## src/rtl/orbit_pkg.sv

```systemverilog
package orbit_pkg;

  // Source codes: 0 input A, 1 input B, 2 and 3 internal counter.
  typedef enum logic [1:0] {
    SRC_EXT_A   = 2'd0,
    SRC_EXT_B   = 2'd1,
    SRC_INT     = 2'd2,
    SRC_INT_ALT = 2'd3
  } orb_src_e;

  localparam logic [1:0] ADDR_DLY = 2'd0;
  localparam logic [1:0] ADDR_LEN = 2'd1;
  localparam logic [1:0] ADDR_PER = 2'd2;
  localparam logic [1:0] ADDR_SRC = 2'd3;

endpackage

```

## src/rtl/orbit_cfg_regs.sv

```systemverilog
module orbit_cfg_regs
  import orbit_pkg::*;
#(
  parameter int DATA_W     = 12,
  parameter int DLY_W      = 4,
  parameter int LEN_W      = 8,
  parameter int PER_W      = 12,
  parameter int DEF_PERIOD = 3564
) (
  input  logic              clk,
  input  logic              rst_n,
  input  logic              we_i,
  input  logic [1:0]        addr_i,
  input  logic [DATA_W-1:0] wdata_i,
  output logic [DLY_W-1:0]  in_dly_o,
  output logic [DLY_W-1:0]  out_dly_o,
  output logic [LEN_W-1:0]  len_o,
  output logic [PER_W-1:0]  period_o,
  output orb_src_e          src_o,
  output logic              period_wr_o
);

  logic [DLY_W-1:0] in_dly_q, in_dly_d, out_dly_q, out_dly_d;
  logic [LEN_W-1:0] len_q, len_d;
  logic [PER_W-1:0] per_q, per_d;
  orb_src_e         src_q, src_d;
  logic             wr_dly, wr_len, wr_per, wr_src;

  // Per-register write enables
  always_comb begin
    wr_dly = we_i && (addr_i == ADDR_DLY);
    wr_len = we_i && (addr_i == ADDR_LEN);
    wr_per = we_i && (addr_i == ADDR_PER);
    wr_src = we_i && (addr_i == ADDR_SRC);
  end

  always_comb begin
    in_dly_d  = in_dly_q;
    out_dly_d = out_dly_q;
    len_d     = len_q;
    per_d     = per_q;
    src_d     = src_q;
    if (wr_dly) begin
      in_dly_d  = wdata_i[DLY_W-1:0];
      out_dly_d = wdata_i[2*DLY_W-1:DLY_W];
    end
    if (wr_len) len_d = wdata_i[LEN_W-1:0];
    if (wr_per) per_d = wdata_i[PER_W-1:0];
    if (wr_src) src_d = orb_src_e'(wdata_i[1:0]);
  end

  always_ff @(posedge clk or negedge rst_n) begin
    if (!rst_n) begin
      in_dly_q  <= '0;
      out_dly_q <= '0;
      len_q     <= LEN_W'(1);
      per_q     <= PER_W'(DEF_PERIOD);
      src_q     <= SRC_EXT_A;
    end else begin
      in_dly_q  <= in_dly_d;
      out_dly_q <= out_dly_d;
      len_q     <= len_d;
      per_q     <= per_d;
      src_q     <= src_d;
    end
  end

  assign in_dly_o    = in_dly_q;
  assign out_dly_o   = out_dly_q;
  assign len_o       = len_q;
  assign period_o    = per_q;
  assign src_o       = src_q;
  assign period_wr_o = wr_per;

  // configuration holds without a write
  a_r1_cfg_hold: assert property (@(posedge clk) disable iff (!rst_n)
    !we_i |=> ($stable(per_q) && $stable(len_q) && $stable(src_q) && $stable(in_dly_q)));

endmodule

```

## src/rtl/orbit_tap_delay.sv

```systemverilog
module orbit_tap_delay #(
  parameter int DLY_W = 4
) (
  input  logic             clk,
  input  logic             rst_n,
  input  logic             d_i,
  input  logic [DLY_W-1:0] sel_i,
  output logic             q_o
);

  localparam int DEPTH = (1 << DLY_W) - 1;

  logic [DEPTH-1:0] sr_q, sr_d;

  always_comb sr_d = {sr_q[DEPTH-2:0], d_i};

  always_ff @(posedge clk or negedge rst_n) begin
    if (!rst_n) sr_q <= '0;
    else        sr_q <= sr_d;
  end

  // Tap 0 is the undelayed input; tap k is k cycles late.
  always_comb q_o = (sel_i == '0) ? d_i : sr_q[sel_i - 1'b1];

  // the first tap follows the input one cycle later
  a_r5_tap_step: assert property (@(posedge clk) disable iff (!rst_n)
    1'b1 |=> (sr_q[0] == $past(d_i)));

endmodule

```

## src/rtl/orbit_edge_path.sv

```systemverilog
module orbit_edge_path #(
  parameter int DLY_W = 4
) (
  input  logic             clk,
  input  logic             rst_n,
  input  logic             async_i,
  input  logic [DLY_W-1:0] dly_i,
  output logic             strobe_o
);

  logic meta_q, sync_q, prev_q, delayed;

  always_ff @(posedge clk or negedge rst_n) begin
    if (!rst_n) begin
      meta_q <= 1'b0;
      sync_q <= 1'b0;
    end else begin
      meta_q <= async_i;
      sync_q <= meta_q;
    end
  end

  orbit_tap_delay #(.DLY_W(DLY_W)) u_in_dly (
    .clk   (clk),
    .rst_n (rst_n),
    .d_i   (sync_q),
    .sel_i (dly_i),
    .q_o   (delayed)
  );

  always_ff @(posedge clk or negedge rst_n) begin
    if (!rst_n) prev_q <= 1'b0;
    else        prev_q <= delayed;
  end

  assign strobe_o = delayed & ~prev_q;

  // a held level yields a single strobe
  a_r3_single_strobe: assert property (@(posedge clk) disable iff (!rst_n)
    strobe_o |=> !strobe_o);

endmodule

```

## src/rtl/orbit_gen.sv

```systemverilog
module orbit_gen #(
  parameter int PER_W = 12
) (
  input  logic             clk,
  input  logic             rst_n,
  input  logic [PER_W-1:0] period_i,
  input  logic             restart_i,
  output logic             wrap_o
);

  logic [PER_W-1:0] cnt_q, cnt_d;
  logic [PER_W:0]   cnt_inc;

  always_comb begin
    cnt_inc = {1'b0, cnt_q} + 1'b1;
    wrap_o  = (cnt_inc >= {1'b0, period_i});
    if (restart_i || wrap_o) cnt_d = '0;
    else                     cnt_d = cnt_inc[PER_W-1:0];
  end

  always_ff @(posedge clk or negedge rst_n) begin
    if (!rst_n) cnt_q <= '0;
    else        cnt_q <= cnt_d;
  end

  // a period write restarts the count
  a_r7_restart: assert property (@(posedge clk) disable iff (!rst_n)
    restart_i |=> (cnt_q == '0));

  // the counter advances by one between events
  a_r6_advance: assert property (@(posedge clk) disable iff (!rst_n)
    (!restart_i && !wrap_o) |=> (cnt_q == $past(cnt_q) + 1'b1));

endmodule

```

## src/rtl/orbit_stretch.sv

```systemverilog
module orbit_stretch #(
  parameter int LEN_W = 8
) (
  input  logic             clk,
  input  logic             rst_n,
  input  logic             strobe_i,
  input  logic [LEN_W-1:0] len_i,
  output logic             pulse_o
);

  logic [LEN_W-1:0] rem_q, rem_d, len_eff;

  always_comb begin
    len_eff = (len_i == '0) ? LEN_W'(1) : len_i;
    if (strobe_i)           rem_d = len_eff;
    else if (rem_q != '0)   rem_d = rem_q - 1'b1;
    else                    rem_d = rem_q;
  end

  always_ff @(posedge clk or negedge rst_n) begin
    if (!rst_n) rem_q <= '0;
    else        rem_q <= rem_d;
  end

  assign pulse_o = (rem_q != '0);

  // every event reloads the full length
  a_r4_reload: assert property (@(posedge clk) disable iff (!rst_n)
    strobe_i |=> (rem_q == $past(len_eff)));

  // the run shortens by one each cycle without an event
  a_r3_countdown: assert property (@(posedge clk) disable iff (!rst_n)
    (!strobe_i && rem_q != '0) |=> (rem_q == $past(rem_q) - 1'b1));

endmodule

```

## src/rtl/orbit_conditioner.sv

```systemverilog
module orbit_conditioner
  import orbit_pkg::*;
#(
  parameter int DLY_W      = 4,
  parameter int LEN_W      = 8,
  parameter int PER_W      = 12,
  parameter int DATA_W     = 12,
  parameter int DEF_PERIOD = 3564
) (
  input  logic              clk,
  input  logic              rst_n,
  input  logic              orb_a_i,
  input  logic              orb_b_i,
  input  logic              cfg_we_i,
  input  logic [1:0]        cfg_addr_i,
  input  logic [DATA_W-1:0] cfg_wdata_i,
  output logic              orbit_o
);

  localparam int N_EXT = 2;

  logic [DLY_W-1:0] in_dly, out_dly;
  logic [LEN_W-1:0] len;
  logic [PER_W-1:0] period;
  orb_src_e         cfg_src, act_q, act_d;
  logic             period_wr, wrap, any_evt, sel_strobe, pulse;
  logic [N_EXT-1:0] ext_in, ext_evt;

  orbit_cfg_regs #(
    .DATA_W(DATA_W), .DLY_W(DLY_W), .LEN_W(LEN_W),
    .PER_W(PER_W), .DEF_PERIOD(DEF_PERIOD)
  ) u_cfg (
    .clk         (clk),
    .rst_n       (rst_n),
    .we_i        (cfg_we_i),
    .addr_i      (cfg_addr_i),
    .wdata_i     (cfg_wdata_i),
    .in_dly_o    (in_dly),
    .out_dly_o   (out_dly),
    .len_o       (len),
    .period_o    (period),
    .src_o       (cfg_src),
    .period_wr_o (period_wr)
  );

  assign ext_in = {orb_b_i, orb_a_i};

  for (genvar g = 0; g < N_EXT; g++) begin : g_ext
    orbit_edge_path #(.DLY_W(DLY_W)) u_path (
      .clk      (clk),
      .rst_n    (rst_n),
      .async_i  (ext_in[g]),
      .dly_i    (in_dly),
      .strobe_o (ext_evt[g])
    );
  end

  orbit_gen #(.PER_W(PER_W)) u_gen (
    .clk       (clk),
    .rst_n     (rst_n),
    .period_i  (period),
    .restart_i (period_wr),
    .wrap_o    (wrap)
  );

  // Source change is deferred to an event boundary
  always_comb begin
    any_evt = (|ext_evt) | wrap;
    act_d   = any_evt ? cfg_src : act_q;
    unique case (act_q)
      SRC_EXT_A: sel_strobe = ext_evt[0];
      SRC_EXT_B: sel_strobe = ext_evt[1];
      default:   sel_strobe = wrap;
    endcase
  end

  always_ff @(posedge clk or negedge rst_n) begin
    if (!rst_n) act_q <= SRC_EXT_A;
    else        act_q <= act_d;
  end

  orbit_stretch #(.LEN_W(LEN_W)) u_stretch (
    .clk      (clk),
    .rst_n    (rst_n),
    .strobe_i (sel_strobe),
    .len_i    (len),
    .pulse_o  (pulse)
  );

  orbit_tap_delay #(.DLY_W(DLY_W)) u_out_dly (
    .clk   (clk),
    .rst_n (rst_n),
    .d_i   (pulse),
    .sel_i (out_dly),
    .q_o   (orbit_o)
  );

  // the pending source is taken on any event
  a_r8_take: assert property (@(posedge clk) disable iff (!rst_n)
    any_evt |=> (act_q == $past(cfg_src)));

  // no change of source between events
  a_r8_hold: assert property (@(posedge clk) disable iff (!rst_n)
    !any_evt |=> $stable(act_q));

endmodule

```

## config.mk

```make
export PLATFORM = sky130hd
export DESIGN_NAME = orbit_conditioner
export DESIGN_NICKNAME = d
export VERILOG_FILES = /design/src/rtl/orbit_pkg.sv /design/src/rtl/orbit_cfg_regs.sv /design/src/rtl/orbit_tap_delay.sv /design/src/rtl/orbit_edge_path.sv /design/src/rtl/orbit_gen.sv /design/src/rtl/orbit_stretch.sv /design/src/rtl/orbit_conditioner.sv
export SDC_FILE = /design/constraint.sdc
export NUM_CORES = 1
export LEC_CHECK = 0
export BUFFER_PORTS_ARGS = -buffer_cell sky130_fd_sc_hd__buf_2
export CAP_MARGIN = 20
export CORE_MARGIN = 2
export CORE_UTILIZATION = 36
export CTS_CLUSTER_DIAMETER = 60
export DETAILED_ROUTE_END_ITERATION = 8
export PLACE_DENSITY = 0.6
export SYNTH_ARGS = -nofsm -noshare
export SYNTH_HDL_FRONTEND = slang
export SYNTH_SLANG_ARGS = --single-unit
```

## constraint.sdc

```tcl
create_clock -name clk -period 3 [get_ports clk]
set_clock_uncertainty 0.15 [all_clocks]
set_input_delay 0.6 -clock clk [delete_from_list [all_inputs] [get_ports clk]]
set_output_delay 0.6 -clock clk [all_outputs]
set_load 0.02 [all_outputs]
```

==> impl_metrics.json, run 1 <==
{
  "ys_async_sr_fraction": 1.00,
  "placement.io_buffers": 19,
  "clk_path_buf_depth": 2,
  "synth-seq-cells": 103,
  "num_io_pins": 20,
  "die_area_um2": 13600,
  "drcViolationCount": 0,
  "std_cell_rows": 41,
  "gr-total-overflow": 0,
  "crit_family": "compound AO/OA/AOI/OAI gates",
  "core_area_um2": 12500,
  "yosysWarningCount": 0,
  "min_period_ps": 3210,
  "start_util": 0.366,
  "clock.fmax_ghz": 0.312,
  "timing.rr.end": "u_stretch.rem_q[5]",
  "cp_max_fo": 8,
  "fillers": 1135,
  "syn_nets": 376,
  "path_class": "register to register",
  "final_core_util": 0.443,
  "max_slew.worst_pin.slew_ps": 666,
  "vias": 2720,
  "cp.buffers_inverters": 1,
  "ff2ff_setup_slack_ps": -210,
  "hold_viol_final": 0,
  "netlist_instances": 339,
  "rsz0062_at_grt": "true",
  "pre_cts_slack_ps": -299,
  "total_leakage_power_uw": 0.00245,
  "clkLatencyLatePin_ps": 350,
  "gp_congestion": 0.831,
  "htreeDepth": 3,
  "die_y_um": 117,
  "slew-limit-headroom": 0.555,
  "first_pass_iters": 4,
  "required_ps": 3080,
  "hold_ws_ps": 121,
  "dp_hpwl_um": 5900,
  "synth-main-ff-cell": "dfrtp_1",
  "dpl.cell_count": 539,
  "vias_per_cell": 4.81,
  "grt_max_degree": 57,
  "wl_per_cell_um": 15.2,
  "synth.avg_cell_area_um2": 13.4,
  "synth-seq-area-share": 0.568,
  "final_common_cell": "dfrtp_1",
  "cts_hold_buf": 0,
  "worst_ir_drop_vdd_mv": 0.432,
  "wl_um": 8610,
  "fin_crit_sh": 1.07,
  "maxCapViolations": 0,
  "setup_viol": 16,
  "grt_pass1_wl_um": 14000,
  "r2r_cells": 14,
  "final_cell_mix": "dfrtp_1, mux2_2, buf_4",
  "chipWidth_um": 117,
  "antenna_left": 0,
  "drt_iter0_drc": 91,
  "numCtsBuffers": 9,
  "synth_area_um2": 4560,
  "max_stage_delay_ps": 370,
  "cts_tree": "built",
  "clk_pin_slew_ps": 70,
  "worstSetupEndpointType": "register",
  "cts-root-buf": "clkbuf_16",
  "nets": 426,
  "crit_chain": "ha_2 -> nand3_2 -> or2_4 -> nor2_4 -> xnor2_2 -> ha_1 -> nand4_1 -> nor2_1 -> a211oi_1 -> a31oi_1 -> a2111oi_2 -> a221o_1 -> buf_12 -> mux2_4",
  "cts.sink_count": 103,
  "violations": "negative setup slack",
  "status": "complete, but fails checks",
  "synth-edff-count": 0,
  "slowest_stage": "dfrtp_1",
  "min_path_type": "input port to async pin",
  "drv_slew": 0,
  "drive_gt1_frac": 0.363,
  "critPathLaunchType": "register",
  "area_growth_pct": 21.2,
  "r2r-start": "u_gen.cnt_q[0]",
  "arrival_ps": 3290,
  "grt.total_usage": 0.138,
  "antenna_found_initial": 0,
  "p_per_area_nw_per_um2": 796,
  "synth.distinct_cells": 46,
  "setup_ws_ps": -208,
  "grt_pass1_vias": 2796,
  "n_antenna_cell": 0,
  "final_cells": 566
}
## per-stage QoR
step                area (um^2)  TNS, ps  power [uW]
global route               5530    -6360        4680
CTS                        5380    -1760        4400
floorplan                  4570     -590        2780
global placement           4980    -1180        3080
finish                     5530    -1950        4400
detailed placement         4980    -2230        3120
## cells in the mapped netlist (2+ instances only)
library cell,number,area share
ha_1,18,0.049
a21oi_1,7,0.0077
mux2i_1,9,0.020
mux2_2,33,0.082
nor4_1,2,0.0027
nand2b_1,2,0.0027
dfstp_2,9,0.052
nand3b_1,3,0.0049
and3_1,12,0.016
nand3_1,4,0.0044
nor2b_1,2,0.0027
xor2_1,6,0.012
nor3_1,8,0.0088
buf_6,2,0.0049
xnor2_1,12,0.023
nor2_1,19,0.016
nor3b_1,2,0.0033
o2bb2ai_1,2,0.0038
nand4_1,3,0.0041
clkbuf_1,5,0.0041
o21ai_0,11,0.012
buf_4,2,0.0033
nand2_1,16,0.013
and2b_2,2,0.0038
mux4_1,4,0.023
mux4_2,5,0.025
mux2_4,7,0.023
dfrtp_1,94,0.52
inv_1,21,0.017
## registers in the layout, summed over array words and instances, names as in the netlist
name and flops:
u_cfg.src_o 2, u_cfg.period_o 12, u_cfg.in_dly_o 4, g_ext.u_path.meta_q 2, g_ext.u_path.prev_q 2, g_ext.u_path.sync_q 2, act_q 2, g_ext.u_path.u_in_dly.sr_q 30
u_out_dly.sr_q 15, u_stretch.rem_q 8, u_cfg.out_dly_o 4, u_cfg.len_o 8, u_gen.cnt_q 12
## worst max path at each step
| stage | endpoint | start | cells after the start | slack (ps) |
|---|---|---|---|---|
| floorplan | u_stretch.rem_q[1] | u_gen.cnt_q[0] | 14 | -80 |
| global placement | act_q[1] | u_gen.cnt_q[0] | 14 | -160 |
| detailed placement | act_q[1] | u_gen.cnt_q[0] | 14 | -300 |
| CTS | u_stretch.rem_q[5] | u_gen.cnt_q[0] | 14 | -210 |
| global route | u_stretch.rem_q[5] | u_gen.cnt_q[0] | 14 | -420 |
| finish | u_stretch.rem_q[5] | u_gen.cnt_q[0] | 14 | -210 |
## power breakdown
part	total, uW	switching [uW]	leakage (uW)	internal, uW
clock network	1180	507	0.000143	675
registers	1820	179	0.00118	1640
logic	1400	591	0.00113	811
total	4400	1280	0.00245	3120
## worst register-to-register path: stages, from the launching register on
cell       delay (ps)
dfrtp_1           370
ha_2              190
nand3_2            70
or2_4             270
nor2_4            110
xnor2_2            90
ha_1              330
nand4_1           120
nor2_1             50
a211oi_1          190
a31oi_1           140
a2111oi_2         290
a221o_1           260
buf_12            150
mux2_4            300
## cells by family (layout without fill, tap and decap cells)
logic type,count (synthesis),after routing,synth area share
DFF,103,103,0.568
and+or+nand+nor,83,83,0.100
muxes,58,58,0.172
buffers and inverters,30,85,0.0296
AOI/OAI and AO/OA,28,28,0.0398
xor gates and xnor gates,19,19,0.0406
adders and majority gates,18,18,0.0494
## area by class of cell
class | instances | area (um^2) | area share
sequential | 103 | 2590 | 0.469
clock buffer | 12 | 246 | 0.0446
multi-input combinational | 206 | 1960 | 0.355
inverter | 21 | 78.8 | 0.0143
clock inverter | 4 | 55.1 | 0.00996
tap | 172 | 215 | 0.0389
timing repair buffer | 48 | 379 | 0.0686
## per-layer routing
metal	vias up	track usage	wire, um
met5	-	0	0
met4	0	0.0429	127
met3	13	0.0441	268
met2	35	0.226	4360
met1	1386	0.176	3860
li1	1286	-	-
## timing repair
item,in CTS,in global routing
cloned,0,1
pin swaps,2,6
setup endpoints to repair,11,23
buffers inserted,5,5
gates resized for setup,15,17
Note: power is estimated with default switching activity, not from simulation.
==> run 2, diff against run 1 <==
--- a/config.mk
+++ b/config.mk
@@ -8,10 +8,10 @@
 export BUFFER_PORTS_ARGS = -buffer_cell sky130_fd_sc_hd__buf_2
 export CAP_MARGIN = 20
 export CORE_MARGIN = 2
-export CORE_UTILIZATION = 36
+export CORE_UTILIZATION = 35
 export CTS_CLUSTER_DIAMETER = 60
 export DETAILED_ROUTE_END_ITERATION = 8
-export PLACE_DENSITY = 0.6
+export PLACE_DENSITY = 0.59
 export SYNTH_ARGS = -nofsm -noshare
 export SYNTH_HDL_FRONTEND = slang
 export SYNTH_SLANG_ARGS = --single-unit
==> impl_metrics.json, run 2 (synthesis results as in run 1) <==
{
  "status": "complete, but fails checks",
  "violations": "negative setup slack",
  "num_io_pins": 20,
  "slew-limit-headroom": 0.625,
  "wl_um": 8480,
  "clk_pin_slew_ps": 70,
  "largest_reg_flops": 30,
  "grt_pass1_wl_um": 14500,
  "antenna_left": 0,
  "drive_gt1_frac": 0.365,
  "power_uw": 4500,
  "vias_per_cell": 4.75,
  "setup_ws_ps": -388,
  "critPathLaunchType": "register",
  "cts.sink_count": 103,
  "drcViolationCount": 0,
  "regMostFlops": "g_ext.u_path.u_in_dly.sr_q",
  "first_pass_iters": 4,
  "drv_slew": 0,
  "start_util": 0.360,
  "vias": 2677,
  "placement.io_buffers": 19,
  "grt_max_degree": 60,
  "setup_tns_ps": -4860,
  "fin_crit_sh": 1.13,
  "fillers": 1197,
  "nets": 424,
  "cts_tree": "built",
  "n_antenna_cell": 0,
  "final_cell_mix": "dfrtp_1, mux2_2, buf_4",
  "clock.fmax_ghz": 0.295,
  "setup_viol": 22,
  "gr-total-overflow": 0,
  "clk_path_buf_depth": 2,
  "wl_met3_um": 249,
  "dr_wl_met2_um": 3960,
  "min_path_type": "input port to async pin",
  "p_per_area_nw_per_um2": 813,
  "min_period_ps": 3390,
  "worst_ir_drop_vdd_mv": 0.282,
  "rsz0062_at_grt": "true",
  "cts-root-buf": "clkbuf_16",
  "wl_per_cell_um": 15.0,
  "final_core_util": 0.436,
  "worstSetupEndpointType": "register",
  "grt.total_usage": 0.132,
  "dp_hpwl_um": 5720,
  "required_ps": 3080,
  "top_layer": "met4",
  "pre_cts_slack_ps": -390,
  "cts_hold_buf": 0,
  "arrival_ps": 3470,
  "cp_max_fo": 8,
  "chipWidth_um": 118,
  "path_class": "register to register",
  "area_growth_pct": 21.3,
  "gp_congestion": 0.877,
  "clkLatencyLatePin_ps": 350,
  "max_slew.worst_pin.slew_ps": 562,
  "hold_ws_ps": 85.7,
  "maxCapViolations": 0,
  "hold_viol_final": 0,
  "grt_pass1_vias": 2883,
  "top_regs": "g_ext.u_path.u_in_dly.sr_q (30), u_out_dly.sr_q (15)",
  "std_cell_rows": 41,
  "antenna_found_initial": 0,
  "htreeDepth": 3,
  "total_leakage_power_uw": 0.00244,
  "die_y_um": 118,
  "routedLengthMet1_um": 4140,
  "die_area_um2": 14000,
  "final_common_cell": "dfrtp_1",
  "drt_iter0_drc": 114,
  "core_area_um2": 12700,
  "numCtsBuffers": 9
}
run 2: routing by layer:
layer / vias up / track usage
met5: - / 0
met4: 0 / 0.0452
met3: 11 / 0.0373
met2: 31 / 0.204
met1: 1353 / 0.177
li1: 1282 / -
run 2: worst paths after layout:
check | endpoint | slack, ps | cells past startpoint | start
min | u_cfg.period_o[9] | 90 | 1 | rst_n
max reg2reg | u_stretch.rem_q[2] | -390 | 14 | u_gen.cnt_q[0]
max | u_stretch.rem_q[2] | -390 | 14 | u_gen.cnt_q[0]
max in group asynchronous | u_cfg.period_o[2] | 1870 | 2 | rst_n
min in group clk | g_ext[1].u_path.meta_q | 210 | 1 | orb_b_i
min reg2reg | g_ext[0].u_path.sync_q | 210 | 0 | g_ext[0].u_path.meta_q
run 2: repair_timing:
action,CTS,global route
pin swaps,2,9
endpoints found under the hold margin,0,0
cloned,0,0
setup buffers,6,3
gates resized for setup,17,15
setup endpoints to repair,23,23
run 2: area by class of cell:
type	instances	area [um^2]	area share
clock inverter	6	91.3	0.0165
sequential	103	2590	0.468
multi-input combinational	206	2000	0.361
timing repair buffer	46	332	0.0600
clock buffer	10	229	0.0414
tap	172	215	0.0389
inverter	21	78.8	0.0143
run 2: worst max-delay path, stage by stage (launching register included):
cell	delay (ps)
dfrtp_1	370
ha_2	200
nand3_2	70
or2_4	290
nor2_4	130
xnor2_2	130
ha_1	270
nand4_1	110
nor2_1	60
a211oi_2	290
a31oi_4	160
a2111oi_4	290
a221o_1	290
buf_12	150
mux2_4	300
run 2: through the flow:
step,cell area [um^2],instances
after floorplan,4570,339
after global placement,4980,539
after detailed placement,4980,539
after CTS,5430,561
after global routing,5530,564
final,5530,564
run 2: report_power, final:
| group | switching [uW] | internal [uW] | total, uW | leakage, uW |
|---|---|---|---|---|
| logic | 618 | 814 | 1430 | 0.00111 |
| clock network | 517 | 737 | 1250 | 0.000157 |
| registers | 174 | 1640 | 1810 | 0.00118 |
==> run 3, diff against run 2 <==
--- a/config.mk
+++ b/config.mk
@@ -9,7 +9,9 @@
 export CAP_MARGIN = 20
 export CORE_MARGIN = 2
 export CORE_UTILIZATION = 35
+export CTS_BUF_LIST = sky130_fd_sc_hd__clkbuf_4 sky130_fd_sc_hd__clkbuf_8
 export CTS_CLUSTER_DIAMETER = 60
+export CTS_CLUSTER_SIZE = 28
 export DETAILED_ROUTE_END_ITERATION = 8
 export PLACE_DENSITY = 0.59
 export SYNTH_ARGS = -nofsm -noshare
==> impl_metrics.json, run 3 (synthesis results as in run 1) <==
{
  "busiest_layer": "met2",
  "placement.io_buffers": 19,
  "cp_max_fo": 8,
  "wl_um": 8220,
  "num_io_pins": 20,
  "arrival_ps": 3470,
  "p_seq_frac": 0.432,
  "antenna_left": 0,
  "drcViolationCount": 0,
  "status": "complete, but fails checks",
  "regMostFlops": "g_ext.u_path.u_in_dly.sr_q",
  "p_per_area_nw_per_um2": 774,
  "cts.sink_count": 103,
  "clkLatencyLatePin_ps": 380,
  "grt_pass1_wl_um": 14200,
  "dp_hpwl_um": 5720,
  "path_class": "register to register",
  "max_slew.worst_pin.slew_ps": 563,
  "min_path_type": "input port to async pin",
  "largest_reg_flops": 30,
  "grt_max_degree": 60,
  "p_int_uw": 2930,
  "fillers": 1200,
  "clock.fmax_ghz": 0.298,
  "switching_share": 0.302,
  "hold_ws_ps": 52.0,
  "grt.total_usage": 0.129,
  "area_growth_pct": 18.8,
  "cts-root-buf": "clkbuf_8",
  "setup_viol": 22,
  "violations": "negative setup slack",
  "drv_slew": 0,
  "p_switching_uw": 1270,
  "maxCapViolations": 0,
  "multiInputGateArea_um2": 1990,
  "final_cell_mix": "dfrtp_1, mux2_2, buf_4",
  "worstSetupEndpointType": "register",
  "grt_use_met3": 0.0431,
  "design_area_um2": 5410,
  "drt_iter0_drc": 117,
  "wl_per_cell_um": 14.6,
  "clk_pin_slew_ps": 100,
  "required_ps": 3110,
  "hold_viol_final": 0,
  "drive_gt1_frac": 0.362,
  "die_y_um": 118,
  "grt_pass1_vias": 2838,
  "grt_use_met2": 0.197,
  "antenna_found_initial": 0,
  "gp_congestion": 0.877,
  "core_area_um2": 12700,
  "vias_per_cell": 4.70,
  "start_util": 0.360,
  "clockPowerShare": 0.230,
  "n_antenna_cell": 0,
  "first_pass_iters": 4,
  "chipWidth_um": 118,
  "gr-total-overflow": 0,
  "top_regs": "g_ext.u_path.u_in_dly.sr_q (30), u_out_dly.sr_q (15)",
  "cts_tree": "built",
  "fin_crit_sh": 1.12,
  "p_comb_frac": 0.338,
  "htreeDepth": 3,
  "ff_latch_area_um2": 2590,
  "gr-usage-met1": 0.176,
  "min_period_ps": 3360,
  "rsz0062_at_grt": "true",
  "std_cell_rows": 41,
  "dpl_cell_area_um2": 4980,
  "nets": 422,
  "worst_ir_drop_vdd_mv": 0.320,
  "numCtsBuffers": 9,
  "vias": 2643,
  "clk_path_buf_depth": 2,
  "die_area_um2": 14000,
  "final_common_cell": "dfrtp_1",
  "critPathLaunchType": "register",
  "setup_ws_ps": -356,
  "slew-limit-headroom": 0.625,
  "total_leakage_power_uw": 0.00238
}
## run 3: cell types whose count changed in the layout (fill, tap and decap cells not counted), sizes merged
cell and delta:
buf -2
## run 3: worst max-delay path, cell delays in order, from the launching register on
cell,delay (ps)
dfrtp_1,380
ha_2,200
nand3_2,70
or2_4,290
nor2_4,130
xnor2_2,90
ha_1,310
nand4_1,120
buf_4,170
nor2_4,90
o31ai_4,90
a31oi_4,220
a2111oi_4,70
a221o_1,410
buf_12,170
mux2_4,290
## run 3: cell type report
| type | instances | area share |
|---|---|---|
| Sequential cell | 103 | 0.478 |
| Multi-Input combinational cell | 206 | 0.367 |
| Timing Repair Buffer | 44 | 0.0592 |
| Tap cell | 172 | 0.0398 |
| Clock buffer | 10 | 0.0243 |
| Clock inverter | 6 | 0.0169 |
| Inverter | 21 | 0.0146 |
## run 3: power groups by stage
stage               sequential, uW  clock, uW  combinational, uW
finish                        1810        966               1420
CTS                           1810       1010               1390
detailed placement            1830          0               1270
global route                  1840       1070               1570
global placement              1820          0               1250
floorplan                     1790          0                987
## run 3: through the flow
step | TNS (ps) | cells | power [uW] | utilization | worst slack, ps
after global routing | -6980 | 562 | 4480 | 0.427 | -483
after global placement | -1900 | 539 | 3080 | 0.393 | -237
after floorplan | -590 | 339 | 2780 | - | -84.3
after detailed placement | -3420 | 539 | 3110 | 0.393 | -390
after CTS | -2380 | 561 | 4220 | 0.422 | -282
final | -3990 | 562 | 4190 | 0.427 | -356
## run 3: path summary, 6_finish.rpt
| path | startpoint | to | slack, ps | cells after the start |
|---|---|---|---|---|
| max | u_gen.cnt_q[0] | u_stretch.rem_q[2] | -360 | 15 |
| min reg2reg | g_ext[0].u_path.meta_q | g_ext[0].u_path.sync_q | 210 | 0 |
| max in group asynchronous | rst_n | u_cfg.period_o[2] | 1910 | 2 |
| max reg2reg | u_gen.cnt_q[0] | u_stretch.rem_q[2] | -360 | 15 |
| min | rst_n | u_cfg.period_o[9] | 50 | 1 |
| min in group clk | orb_b_i | g_ext[1].u_path.meta_q | 180 | 1 |
## run 3: metal layers
metal	share of wire	vias to the layer above
li1	-	1275
met1	0.50	1334
met2	0.45	27
met3	0.033	7
met4	0.012	0
met5	0	-
## run 3: timing repair
item | in CTS | in global routing
gates resized for setup | 22 | 10
hold buffers | 0 | 0
setup buffers | 6 | 1
endpoints found under the setup margin | 23 | 23
pin swaps | 3 | 7
